## config.mk

```make
export PLATFORM = sky130hd
export DESIGN_NAME = vid_sync_gen
export DESIGN_NICKNAME = d
export VERILOG_FILES = /design/src/rtl/vsg_pkg.sv /design/src/rtl/vsg_cfg_latch.sv /design/src/rtl/vsg_axis_ctr.sv /design/src/rtl/vsg_out_stage.sv /design/src/rtl/vid_sync_gen.sv
export SDC_FILE = /design/constraint.sdc
export NUM_CORES = 1
export LEC_CHECK = 0
export ABC_AREA = 1
export BUFFER_PORTS_ARGS = -buffer_cell sky130_fd_sc_hd__buf_2
export CAP_MARGIN = 10
export CORE_AREA = 4 4 196 275
export DETAILED_ROUTE_END_ITERATION = 7
export DIE_AREA = 0 0 200 279
export SLEW_MARGIN = 25
export SYNTH_ARGS = -nofsm -noshare
export SYNTH_HDL_FRONTEND = slang
export SYNTH_HIERARCHICAL = 1
export SYNTH_SLANG_ARGS = --single-unit
export TNS_END_PERCENT = 5
```

## constraint.sdc

```tcl
create_clock -name clk -period 7.4 [get_ports clk]
set_input_delay 0.74 -clock clk [delete_from_list [all_inputs] [get_ports clk]]
set_output_delay 0.74 -clock clk [all_outputs]
set_load 0.05 [all_outputs]
```

## src/rtl/vsg_pkg.sv

```systemverilog
package vsg_pkg;

  // Timing of one axis, all fields widened to 16 bits.
  typedef struct packed {
    logic [15:0] sync;
    logic [15:0] bp;
    logic [15:0] act;
    logic [15:0] fp;
    logic [15:0] total;
  } vsg_axis_t;

  function automatic logic [15:0] lo_half(input logic [31:0] w);
    return w[15:0];
  endfunction

  function automatic logic [15:0] hi_half(input logic [31:0] w);
    return w[31:16];
  endfunction

  // Count lies inside the sync pulse.
  function automatic logic in_sync(input logic [15:0] c, input vsg_axis_t a);
    return c < a.sync;
  endfunction

  // Count lies inside [sync+bp, sync+bp+act).
  function automatic logic in_active(input logic [15:0] c, input vsg_axis_t a);
    logic [17:0] first;
    logic [17:0] stop;
    first = {2'b00, a.sync} + {2'b00, a.bp};
    stop  = first + {2'b00, a.act};
    return ({2'b00, c} >= first) && ({2'b00, c} < stop);
  endfunction

endpackage

```

## src/rtl/vsg_cfg_latch.sv

```systemverilog
module vsg_cfg_latch
  import vsg_pkg::*;
#(
  parameter int HW = 12,
  parameter int VW = 11
) (
  input  logic          clk,
  input  logic          rst_n,
  input  logic          en,
  input  logic [31:0]   res_word,
  input  logic [31:0]   bp_word,
  input  logic [31:0]   fp_word,
  input  logic [HW-1:0] hsync_w,
  input  logic [VW-1:0] vsync_w,
  input  logic [HW-1:0] htotal,
  input  logic [VW-1:0] vtotal,
  output logic          run,
  output vsg_axis_t     hcfg,
  output vsg_axis_t     vcfg
);

  logic cfg_load;
  assign cfg_load = en & ~run;

  always_ff @(posedge clk or negedge rst_n) begin
    if (!rst_n) begin
      run  <= 1'b0;
      hcfg <= '0;
      vcfg <= '0;
    end else begin
      run <= en;
      if (cfg_load) begin
        hcfg <= '{sync: {{(16-HW){1'b0}}, hsync_w}, bp: lo_half(bp_word),
                  act: lo_half(res_word), fp: lo_half(fp_word),
                  total: {{(16-HW){1'b0}}, htotal}};
        vcfg <= '{sync: {{(16-VW){1'b0}}, vsync_w}, bp: hi_half(bp_word),
                  act: hi_half(res_word), fp: hi_half(fp_word),
                  total: {{(16-VW){1'b0}}, vtotal}};
      end
    end
  end

  AST_CFG_HOLD: assert property (@(posedge clk) disable iff (!rst_n)
    (run && $past(run)) |-> ($stable(hcfg) && $stable(vcfg)));

endmodule

```

## src/rtl/vsg_axis_ctr.sv

```systemverilog
module vsg_axis_ctr #(
  parameter int CW = 16
) (
  input  logic          clk,
  input  logic          rst_n,
  input  logic          clr,
  input  logic          step,
  input  logic [CW-1:0] last,
  output logic [CW-1:0] cnt,
  output logic          wrap
);

  assign wrap = step && (cnt == last);

  always_ff @(posedge clk or negedge rst_n) begin
    if (!rst_n)      cnt <= '0;
    else if (clr)    cnt <= '0;
    else if (step)   cnt <= wrap ? '0 : cnt + 1'b1;
  end

  AST_CNT_LIMIT: assert property (@(posedge clk) disable iff (!rst_n || clr)
    $past(!clr) |-> (cnt <= last));

endmodule

```

## src/rtl/vsg_out_stage.sv

```systemverilog
module vsg_out_stage #(
  parameter int   PIX_W  = 24,
  parameter logic HS_POL = 1'b0,
  parameter logic VS_POL = 1'b0
) (
  input  logic             clk,
  input  logic             rst_n,
  input  logic             run,
  input  logic             h_sync_c,
  input  logic             v_sync_c,
  input  logic             h_act_c,
  input  logic             v_act_c,
  input  logic [PIX_W-1:0] pix_in,
  output logic             pix_rd,
  output logic             hsync,
  output logic             vsync,
  output logic             h_act,
  output logic             v_act,
  output logic             de,
  output logic [PIX_W-1:0] rgb
);

  logic hs_lvl;
  logic vs_lvl;

  generate
    if (HS_POL) begin : g_hs_hi
      assign hs_lvl = h_sync_c;
    end else begin : g_hs_lo
      assign hs_lvl = ~h_sync_c;
    end
    if (VS_POL) begin : g_vs_hi
      assign vs_lvl = v_sync_c;
    end else begin : g_vs_lo
      assign vs_lvl = ~v_sync_c;
    end
  endgenerate

  assign pix_rd = h_act_c & v_act_c;

  always_ff @(posedge clk or negedge rst_n) begin
    if (!rst_n) begin
      hsync <= ~HS_POL;
      vsync <= ~VS_POL;
      h_act <= 1'b0;
      v_act <= 1'b0;
      de    <= 1'b0;
      rgb   <= '0;
    end else begin
      hsync <= hs_lvl;
      vsync <= vs_lvl;
      h_act <= h_act_c;
      v_act <= v_act_c;
      de    <= pix_rd;
      rgb   <= pix_rd ? pix_in : '0;
    end
  end

  AST_DE_BOTH_AXES: assert property (@(posedge clk) disable iff (!rst_n)
    de == (h_act & v_act));
  AST_RD_LEADS_DE: assert property (@(posedge clk) disable iff (!rst_n)
    pix_rd |=> de);
  AST_DE_AFTER_RD: assert property (@(posedge clk) disable iff (!rst_n)
    de |-> $past(pix_rd));
  AST_BLANK_RGB: assert property (@(posedge clk) disable iff (!rst_n)
    !de |-> (rgb == '0));
  AST_IDLE_QUIET: assert property (@(posedge clk) disable iff (!rst_n)
    (!run && $past(!run)) |-> (hsync == ~HS_POL && vsync == ~VS_POL && !de && !pix_rd));

endmodule

```

## src/rtl/vid_sync_gen.sv

```systemverilog
module vid_sync_gen
  import vsg_pkg::*;
#(
  parameter int   HW     = 12,
  parameter int   VW     = 11,
  parameter int   PIX_W  = 24,
  parameter logic HS_POL = 1'b0,
  parameter logic VS_POL = 1'b0
) (
  input  logic             clk,
  input  logic             rst_n,
  input  logic             en,
  input  logic [31:0]      res_word,
  input  logic [31:0]      bp_word,
  input  logic [31:0]      fp_word,
  input  logic [HW-1:0]    hsync_w,
  input  logic [VW-1:0]    vsync_w,
  input  logic [HW-1:0]    htotal,
  input  logic [VW-1:0]    vtotal,
  input  logic [PIX_W-1:0] pix_in,
  output logic             pix_rd,
  output logic             hsync,
  output logic             vsync,
  output logic             h_act,
  output logic             v_act,
  output logic             de,
  output logic [PIX_W-1:0] rgb
);

  localparam int CW = 16;

  logic      run;
  vsg_axis_t hcfg;
  vsg_axis_t vcfg;
  logic [CW-1:0] hcnt, vcnt;
  logic [CW-1:0] hlast, vlast;
  logic      h_wrap, v_wrap;
  logic      h_sync_c, v_sync_c, h_act_c, v_act_c;

  vsg_cfg_latch #(.HW(HW), .VW(VW)) u_cfg (
    .clk(clk), .rst_n(rst_n), .en(en),
    .res_word(res_word), .bp_word(bp_word), .fp_word(fp_word),
    .hsync_w(hsync_w), .vsync_w(vsync_w), .htotal(htotal), .vtotal(vtotal),
    .run(run), .hcfg(hcfg), .vcfg(vcfg)
  );

  assign hlast = hcfg.total - 16'd1;
  assign vlast = vcfg.total - 16'd1;

  vsg_axis_ctr #(.CW(CW)) u_hctr (
    .clk(clk), .rst_n(rst_n), .clr(~run), .step(1'b1),
    .last(hlast), .cnt(hcnt), .wrap(h_wrap)
  );

  vsg_axis_ctr #(.CW(CW)) u_vctr (
    .clk(clk), .rst_n(rst_n), .clr(~run), .step(h_wrap),
    .last(vlast), .cnt(vcnt), .wrap(v_wrap)
  );

  assign h_sync_c = run && in_sync(hcnt, hcfg);
  assign v_sync_c = run && in_sync(vcnt, vcfg);
  assign h_act_c  = run && in_active(hcnt, hcfg);
  assign v_act_c  = run && in_active(vcnt, vcfg);

  vsg_out_stage #(.PIX_W(PIX_W), .HS_POL(HS_POL), .VS_POL(VS_POL)) u_out (
    .clk(clk), .rst_n(rst_n), .run(run),
    .h_sync_c(h_sync_c), .v_sync_c(v_sync_c), .h_act_c(h_act_c), .v_act_c(v_act_c),
    .pix_in(pix_in), .pix_rd(pix_rd),
    .hsync(hsync), .vsync(vsync), .h_act(h_act), .v_act(v_act), .de(de), .rgb(rgb)
  );

  AST_LINE_ON_WRAP: assert property (@(posedge clk) disable iff (!rst_n || !run)
    !$stable(vcnt) |-> $past(h_wrap));
  AST_FRAME_WRAP_ZERO: assert property (@(posedge clk) disable iff (!rst_n || !run)
    $past(v_wrap && run) |-> (vcnt == '0 && hcnt == '0));

endmodule

```

==> results.cfg, run 1 <==
[detailed_routing]
postRouteAntennaNets = 0
routedWlPerCell_um = 15.3
drt_wl_total_mm = 41.7
via_per_inst = 4.65
post-route-drc-count = 0
vias = 12692
dr.pass1.iters = 5
drt_iter0_drc = 509

[sta]
skew_ps = 12.0
slew_violations = 0
hold_viol = 0
final.setup.tns_ps = 0
fin_crit_sh = 0.893
rsz0062_at_grt = no
slew_headroom = 0.418
worstMarginPinSlew_ps = 870
setup_viol = 0
fin_crit_ps = 6610
fmax_mhz = 151

[power_and_ir_drop]
clkPwrFrac = 0.273
combPwrFrac = 0.421
power_mw = 3.61
p_per_area_nw_per_um2 = 226
ir_worst_vdd_uv = 175
power.leakage_nw = 8.74
internal_power_mw = 2.13
swShare = 0.409
p_sw_mw = 1.47
p_seq_frac = 0.305

[layout]
fin_cells = 2729
final_layout_size_suffix_gt1_frac = 0.139
n_fill_cell = 5478
syn2layout_area_growth_pct = 14.2
antenna_cells = 0
fin_nets = 2397
stdcell_area_um2 = 16000

[clock_tree]
clk_latency_ps = 470
clock_sinks = 172
cts-buffers-inserted = 17
postCtsSetupRepairBufs = 0
cts_tree = yes
cts_hold_buf = 0
post_cts_resized = 0
htree_levels = 4
path_clk_slew_ps = 70
clockRootBuffer = clkbuf_16
clockBufferDepth = 2

[setup_path]
reg2reg_to = u_out/rgb[2]
cpPeakStageDelay_ps = 490
cp-start-kind = register
rr_worst_depth = 28
r2r_start = u_cfg/hcfg[48]
crit_fanout = 25
critical_path.endpoint_type = output pin
worst-setup-path-type = register to output pin
reg2reg_slack_ps = 2180
crit_path_frequent_cell = nand2_1
cp.arrival_ps = 5870
cp_slowest_cell = nand2_2
critPathRequiredTime_ps = 6660

[placed_design]
postPlaceCellArea_um2 = 15300
gp_congestion = 0.872
post-dp-hpwl_mm = 33.4
dp_cells = 2697
io_buffer_count = 166

[synthesis]
syn_area_per_cell_um2 = 7.30
netlist_instances = 1915
synth_area_um2 = 14000
yosys_warnings = 6

[floorplanning]
die_h_um = 279
initial_utilization = 0.271
ioPinCount = 199
design.die.area_um2 = 55800
row_count = 99
coreArea_um2 = 51700
dieWidth_um = 200

[global_route]
grt_pass1_vias = 12954
grt_usage = 0.151
grt_pass1_wl_mm = 66.5
grt_overflow = 0
grt_start_max_net_pins = 73
antenna_found_initial = 0

[run]
max_cap_viol_count = 0

[outcome]
status = completed

[min_path]
hold_path.class = input pin to async pin
[cells in the final DEF, fill, tap and decap left out, types with 4 or more instances in the layout]
cell type	count
dfrtp_1	170
o31ai_1	5
nand3_1	183
fa_1	4
inv_2	14
nor2_2	31
clkbuf_16	17
o21a_1	5
nand3b_1	5
o21ai_1	19
nand2_2	6
nand4_1	17
inv_1	236
ha_1	164
inv_8	4
a21o_1	4
o21ai_0	23
a211oi_1	4
a21oi_1	95
nor3_2	5
xor2_1	61
buf_4	6
nand2_1	562
buf_2	164
nor2_1	127
conb_1	21
nor3_1	18
xnor2_1	32
a31oi_1	6
inv_6	5
nor2_4	6
[per-stage QoR]
stage	utilization	hold WS (ps)	setup WS (ps)
after detailed placement	0.297	466	1220
after global routing	0.309	287	349
after global placement	0.297	461	1350
after floorplan	-	444	2460
after CTS	0.309	258	682
final	0.309	253	793
[registers in the layout (all words and copies together) (netlist names)]
signal	cells
u_out/hsync	1
u_out/h_act	1
u_out/v_act	1
u_hctr/cnt	16
u_out/rgb	24
u_cfg/vcfg	54
u_out/de	1
u_out/vsync	1
u_cfg/hcfg	56
u_vctr/cnt	16
u_cfg/run	1
[worst max-delay path, delay by kind of cell, from the launching register on]
family,cells,cell delay (ps)
adder cells (fa/ha/maj),4,1240
AO/OA/AOI/OAI,6,860
buffers and inverters,3,540
flip-flops,1,390
AND/OR/NAND/NOR,14,1820
XOR/XNOR,2,540
[routing by layer]
layer | up-vias | global-route usage | wire length [um]
met2 | 211 | 0.296 | 23400
li1 | 6402 | - | -
met4 | 0 | 0.0549 | 1250
met3 | 57 | 0.0202 | 1100
met1 | 6022 | 0.160 | 16000
met5 | - | 0 | 0
[cell type report]
type                    count  area [um2]  share of cell area
clock inverters            14         190              0.0119
clock buffers              18         439              0.0275
well taps                 656         821              0.0514
flip-flops and latches    172        4310               0.270
inverters                 252         947              0.0593
repair buffers            172         888              0.0557
multi-input cells        1445        8370               0.524
[worst max-delay path by stage]
| stage | from | end | slack [ps] | cells after the start |
|---|---|---|---|---|
| 2_1_floorplan | u_cfg/vcfg[64] | pix_rd | 2460 | 27 |
| 3_3_place_gp | u_cfg/hcfg[48] | pix_rd | 1350 | 29 |
| 3_5_place_dp | u_cfg/hcfg[48] | pix_rd | 1220 | 29 |
| 4_1_cts | u_cfg/hcfg[48] | pix_rd | 680 | 29 |
| 5_1_grt | u_cfg/hcfg[48] | pix_rd | 350 | 29 |
| 6_report | u_cfg/hcfg[48] | pix_rd | 790 | 29 |
[power by group through the flow]
stage | Clock (mW) | Combinational (mW) | Sequential [mW]
finish | 0.985 | 1.52 | 1.10
global route | 1.06 | 1.77 | 1.11
CTS | 1.02 | 1.53 | 1.10
detailed placement | 0 | 1.52 | 1.12
global placement | 0 | 1.49 | 1.12
floorplan | 0 | 1.18 | 1.09
Note: power is estimated with default switching activity, not from simulation.
==> run 2, diff against run 1 <==
--- a/config.mk
+++ b/config.mk
@@ -6,11 +6,13 @@
 export NUM_CORES = 1
 export LEC_CHECK = 0
 export ABC_AREA = 1
+export ABC_CLOCK_PERIOD_IN_PS = 7400
 export BUFFER_PORTS_ARGS = -buffer_cell sky130_fd_sc_hd__buf_2
 export CAP_MARGIN = 10
 export CORE_AREA = 4 4 196 275
 export DETAILED_ROUTE_END_ITERATION = 7
 export DIE_AREA = 0 0 200 279
+export MAX_ROUTING_LAYER = met4
 export SLEW_MARGIN = 25
 export SYNTH_ARGS = -nofsm -noshare
 export SYNTH_HDL_FRONTEND = slang
==> results.cfg, run 2 (same netlist as run 1, synthesis figures left out) <==
[run]
max_cap_viol_count = 0

[layout]
multi_input_area_um2 = 8370
final_common_cell = nand2_1
final_layout_size_suffix_gt1_frac = 0.138
largest_reg_flops = 56
top_register = u_cfg/hcfg
seqCellArea_um2 = 4310
fin_util = 0.308
layout_common_cells = 562 x nand2_1, 236 x inv_1, 183 x nand3_1
fin_nets = 2397
top_regs = u_cfg/hcfg (56), u_cfg/vcfg (54), u_out/rgb (24)
n_fill_cell = 5576
syn2layout_area_growth_pct = 13.8

[power_and_ir_drop]
p_per_area_nw_per_um2 = 222
p_seq_frac = 0.312
p_sw_mw = 1.45
internal_power_mw = 2.09
power_mw = 3.53
clkPwrFrac = 0.255
combPwrFrac = 0.433
ir_worst_vdd_uv = 174
swShare = 0.410
power.leakage_nw = 8.70

[setup_path]
worst-setup-path-type = register to output pin
cp_slowest_cell = nand2_2
rr_worst_depth = 26
reg2reg_slack_ps = 2220
crit_path_frequent_cell = nand2_1
path_delay_family = simple AND/OR/NAND/NOR gates
critPathBufInv = 3
critPathRequiredTime_ps = 6660
crit_fanout = 25
cp-start-kind = register
cp.depth = 27
cp.arrival_ps = 5800
cpPeakStageDelay_ps = 450
critical_path.endpoint_type = output pin

[min_path]
hold_path.class = input pin to async pin

[clock_tree]
clk_latency_ps = 470
postCtsSetupRepairBufs = 0
clockBufferDepth = 2
path_clk_slew_ps = 80
cts_hold_buf = 0
post_cts_resized = 0
htree_levels = 4
clockRootBuffer = clkbuf_16
clock_sinks = 172
cts_tree = yes
cts-buffers-inserted = 17

[outcome]
status = completed

[global_route]
grt_start_max_net_pins = 76
grt_pass1_vias = 12928
grt_pass1_wl_mm = 66.4
antenna_found_initial = 2
grt_usage = 0.155
grt_overflow = 0

[sta]
slew_headroom = 0.399
hold_viol = 0
setup_viol = 0
rsz0062_at_grt = no
slew_violations = 0
layout_setup_ws_ps = 863
fin_crit_ps = 6540
final.setup.tns_ps = 0
fin_crit_sh = 0.883
fmax_mhz = 153
skew_ps = 13.8
worstMarginPinSlew_ps = 899
whs_ps = 323

[detailed_routing]
drt_iter0_drc = 491
postRouteAntennaNets = 0
dr.pass1.iters = 5
vias = 12686
routedWlPerCell_um = 15.2
drt_wl_total_mm = 41.5
via_per_inst = 4.65
post-route-drc-count = 0

[floorplanning]
row_count = 99
coreArea_um2 = 51700
initial_utilization = 0.271
dieWidth_um = 200
design.die.area_um2 = 55800
ioPinCount = 199
die_h_um = 279

[placed_design]
post-dp-hpwl_mm = 33.5
gp_congestion = 0.893
io_buffer_count = 166
preCtsSetupSlack_ps = 1380
## run 2: cell count changes in the layout (fill, tap and decap cells not counted), sizes merged
cell      before  now
inv          259  255
clkinvlp       0    3
diode          0    2
bufinv         2    1
clkbuf        18   19
clkinv         5    6
## run 2: worst register-to-register path: cells and delay by family, from the launching register on
| kind | cells | cell delay, ps |
|---|---|---|
| AND/OR/NAND/NOR | 11 | 1640 |
| AO/OA/AOI/OAI | 8 | 1350 |
| adder cells (fa/ha/maj) | 4 | 1190 |
| XOR/XNOR | 2 | 440 |
| flip-flops | 1 | 380 |
| buffers and inverters | 1 | 70 |
## run 2: power by group through the flow
stage	sequential [mW]	combinational (mW)	clock, mW
2_1_floorplan	1.09	1.18	0
3_3_place_gp	1.12	1.50	0
3_5_place_dp	1.12	1.53	0
4_1_cts	1.11	1.54	0.938
5_1_grt	1.11	1.77	0.966
6_report	1.10	1.53	0.901
## run 2: final timing paths
path,from,to
setup / recovery,u_cfg/vcfg[64],pix_rd
hold / removal,rst_n,u_cfg/vcfg[6]
setup reg to reg,u_cfg/vcfg[64],u_out/rgb[23]
hold reg to reg,u_cfg/vcfg[52],u_cfg/vcfg[52]
max in group asynchronous,rst_n,u_out/rgb[21]
min in group clk,pix_in[3],u_out/rgb[3]
## run 2: area by class of cell
cell class,instances,share of cell area
Clock buffer,19,0.0278
Multi-Input combinational cell,1445,0.526
Tap cell,656,0.0516
Clock inverter,13,0.00834
Inverter,252,0.0595
Timing Repair Buffer,172,0.0556
Antenna cell,2,0.000315
Sequential cell,172,0.271
## run 2: layer usage
metal / track usage / up-vias / wire, um
met1: 0.161 / 5979 / 15800
met2: 0.293 / 233 / 23200
met5: - / - / 0
met3: 0.0209 / 69 / 1090
li1: - / 6405 / -
met4: 0.0589 / 0 / 1430
## run 2: metrics by stage
step / instances / area (um2)
after global routing: 2731 / 15900
after detailed placement: 2697 / 15300
after CTS: 2729 / 15900
after global placement: 2697 / 15300
final: 2731 / 15900
after floorplan: 1934 / 14000
==> run 3, diff against run 2 <==
--- a/config.mk
+++ b/config.mk
@@ -9,11 +9,11 @@
 export ABC_CLOCK_PERIOD_IN_PS = 7400
 export BUFFER_PORTS_ARGS = -buffer_cell sky130_fd_sc_hd__buf_2
 export CAP_MARGIN = 10
-export CORE_AREA = 4 4 196 275
+export CORE_AREA = 2 2 194 273
 export DETAILED_ROUTE_END_ITERATION = 7
-export DIE_AREA = 0 0 200 279
+export DIE_AREA = 0 0 196 275
 export MAX_ROUTING_LAYER = met4
-export SLEW_MARGIN = 25
+export SLEW_MARGIN = 20
 export SYNTH_ARGS = -nofsm -noshare
 export SYNTH_HDL_FRONTEND = slang
 export SYNTH_HIERARCHICAL = 1
==> results.cfg, run 3 (same netlist as run 1, synthesis figures left out) <==
[clock_tree]
clockBufferDepth = 2
path_clk_slew_ps = 70
htree_levels = 4
clock_sinks = 172
cts_tree = yes
clockRootBuffer = clkbuf_16
cts_hold_buf = 0
post_cts_resized = 0
postCtsSetupRepairBufs = 0
clk_latency_ps = 470
cts-buffers-inserted = 17

[sta]
skew_ps = 14.4
rsz0062_at_grt = no
hold_viol = 0
slew_headroom = 0.342
setup_viol = 0
fin_crit_ps = 6640
final.setup.tns_ps = 0
fmax_mhz = 151
layout_setup_ws_ps = 756
slew_violations = 0
fin_crit_sh = 0.898
worstMarginPinSlew_ps = 988

[power_and_ir_drop]
p_per_area_nw_per_um2 = 225
clkPwrFrac = 0.255
internal_power_mw = 2.09
swShare = 0.414
combPwrFrac = 0.434
p_sw_mw = 1.48
p_seq_frac = 0.311
power.leakage_nw = 8.69
ir_worst_vdd_uv = 176

[floorplanning]
row_count = 99
die_h_um = 275
design.die.area_um2 = 53900
ioPinCount = 199
initial_utilization = 0.271
dieWidth_um = 196
coreArea_um2 = 51500

[detailed_routing]
postRouteAntennaNets = 0
routedWlPerCell_um = 15.5
drt_wl_total_mm = 42.2
post-route-drc-count = 0
dr.pass1.iters = 5
via_per_inst = 4.63
drt_iter0_drc = 490
vias = 12647

[placed_design]
gp_congestion = 0.906
io_buffer_count = 166
preCtsSetupSlack_ps = 1220
post-dp-hpwl_mm = 33.9

[outcome]
status = completed

[min_path]
hold_path.class = input pin to async pin

[run]
max_cap_viol_count = 0

[layout]
fin_nets = 2395
n_fill_cell = 5665
layout_common_cells = 562 x nand2_1, 236 x inv_1, 183 x nand3_1
top_register = u_cfg/hcfg
seqCellArea_um2 = 4310
largest_reg_flops = 56
syn2layout_area_growth_pct = 13.8
final_common_cell = nand2_1
top_regs = u_cfg/hcfg (56), u_cfg/vcfg (54), u_out/rgb (24)
final_layout_size_suffix_gt1_frac = 0.138
multi_input_area_um2 = 8370

[global_route]
grt_usage = 0.164
grt_start_max_net_pins = 104
antenna_found_initial = 3
grt_pass1_wl_mm = 67.1
grt_overflow = 0
grt_pass1_vias = 12868

[setup_path]
critPathRequiredTime_ps = 6660
r2r_start = u_cfg/vcfg[64]
reg2reg_slack_ps = 2090
critical_path.endpoint_type = output pin
rr_worst_depth = 26
crit_fanout = 25
worst-setup-path-type = register to output pin
reg2reg_to = u_out/rgb[2]
cp-start-kind = register
cp.arrival_ps = 5900
[run 3: how the worst max path moves through the flow]
stage | from | end | cells past startpoint
after floorplan | u_cfg/vcfg[64] | pix_rd | 27
after global placement | u_cfg/vcfg[64] | pix_rd | 27
after detailed placement | u_cfg/hcfg[48] | pix_rd | 29
after CTS | u_cfg/hcfg[48] | pix_rd | 29
after global routing | u_cfg/vcfg[64] | pix_rd | 27
final | u_cfg/vcfg[64] | pix_rd | 27
[run 3: routing by layer]
| layer | track usage | up-vias | routed length [um] |
|---|---|---|---|
| li1 | - | 6398 | - |
| met1 | 0.169 | 5944 | 16400 |
| met2 | 0.313 | 240 | 23000 |
| met3 | 0.0199 | 65 | 1220 |
| met4 | 0.0708 | 0 | 1560 |
| met5 | - | - | 0 |
[run 3: worst max-delay path, stage by stage, from the launching register on]
cell	delay, ps
dfrtp_1	410
ha_1	190
inv_1	60
fa_1	400
nand3b_1	220
nand2_1	160
a31oi_1	210
o21bai_1	220
xor2_1	270
ha_1	300
a21oi_1	230
o21ai_0	180
a21oi_1	140
o21ai_1	90
xnor2_1	150
ha_1	300
a21oi_1	140
nor2_1	50
a211oi_1	180
nand2_1	100
nand3_1	70
nand2_1	60
nand2_1	60
nor2_1	40
nor2_1	240
nand2_2	460
inv_1	190
buf_2	290
[run 3: final cells by class]
| type | instances | area share |
|---|---|---|
| Multi-Input combinational cell | 1445 | 0.526 |
| Sequential cell | 172 | 0.271 |
| Inverter | 252 | 0.0596 |
| Timing Repair Buffer | 170 | 0.0547 |
| Tap cell | 656 | 0.0516 |
| Clock buffer | 19 | 0.0285 |
| Clock inverter | 12 | 0.00802 |
| Antenna cell | 4 | 0.000629 |
[run 3: power by group through the flow]
stage / Sequential (mW) / Combinational [mW] / Clock [mW]
after floorplan: 1.09 / 1.18 / 0
after global placement: 1.13 / 1.51 / 0
after detailed placement: 1.13 / 1.54 / 0
after CTS: 1.11 / 1.56 / 0.945
after global routing: 1.12 / 1.78 / 0.976
final: 1.11 / 1.55 / 0.912
[run 3: stage by stage]
step           hold WS (ps)   util  power (mW)  instance area (um2)  cells
2_1_floorplan           444      -        2.26                14000   1934
4_1_cts                 422  0.308        3.61                15900   2726
3_5_place_dp            469  0.297        2.67                15300   2695
6_report                404  0.309        3.57                15900   2730
3_3_place_gp            473  0.297        2.64                15300   2695
5_1_grt                 463  0.309        3.88                15900   2729
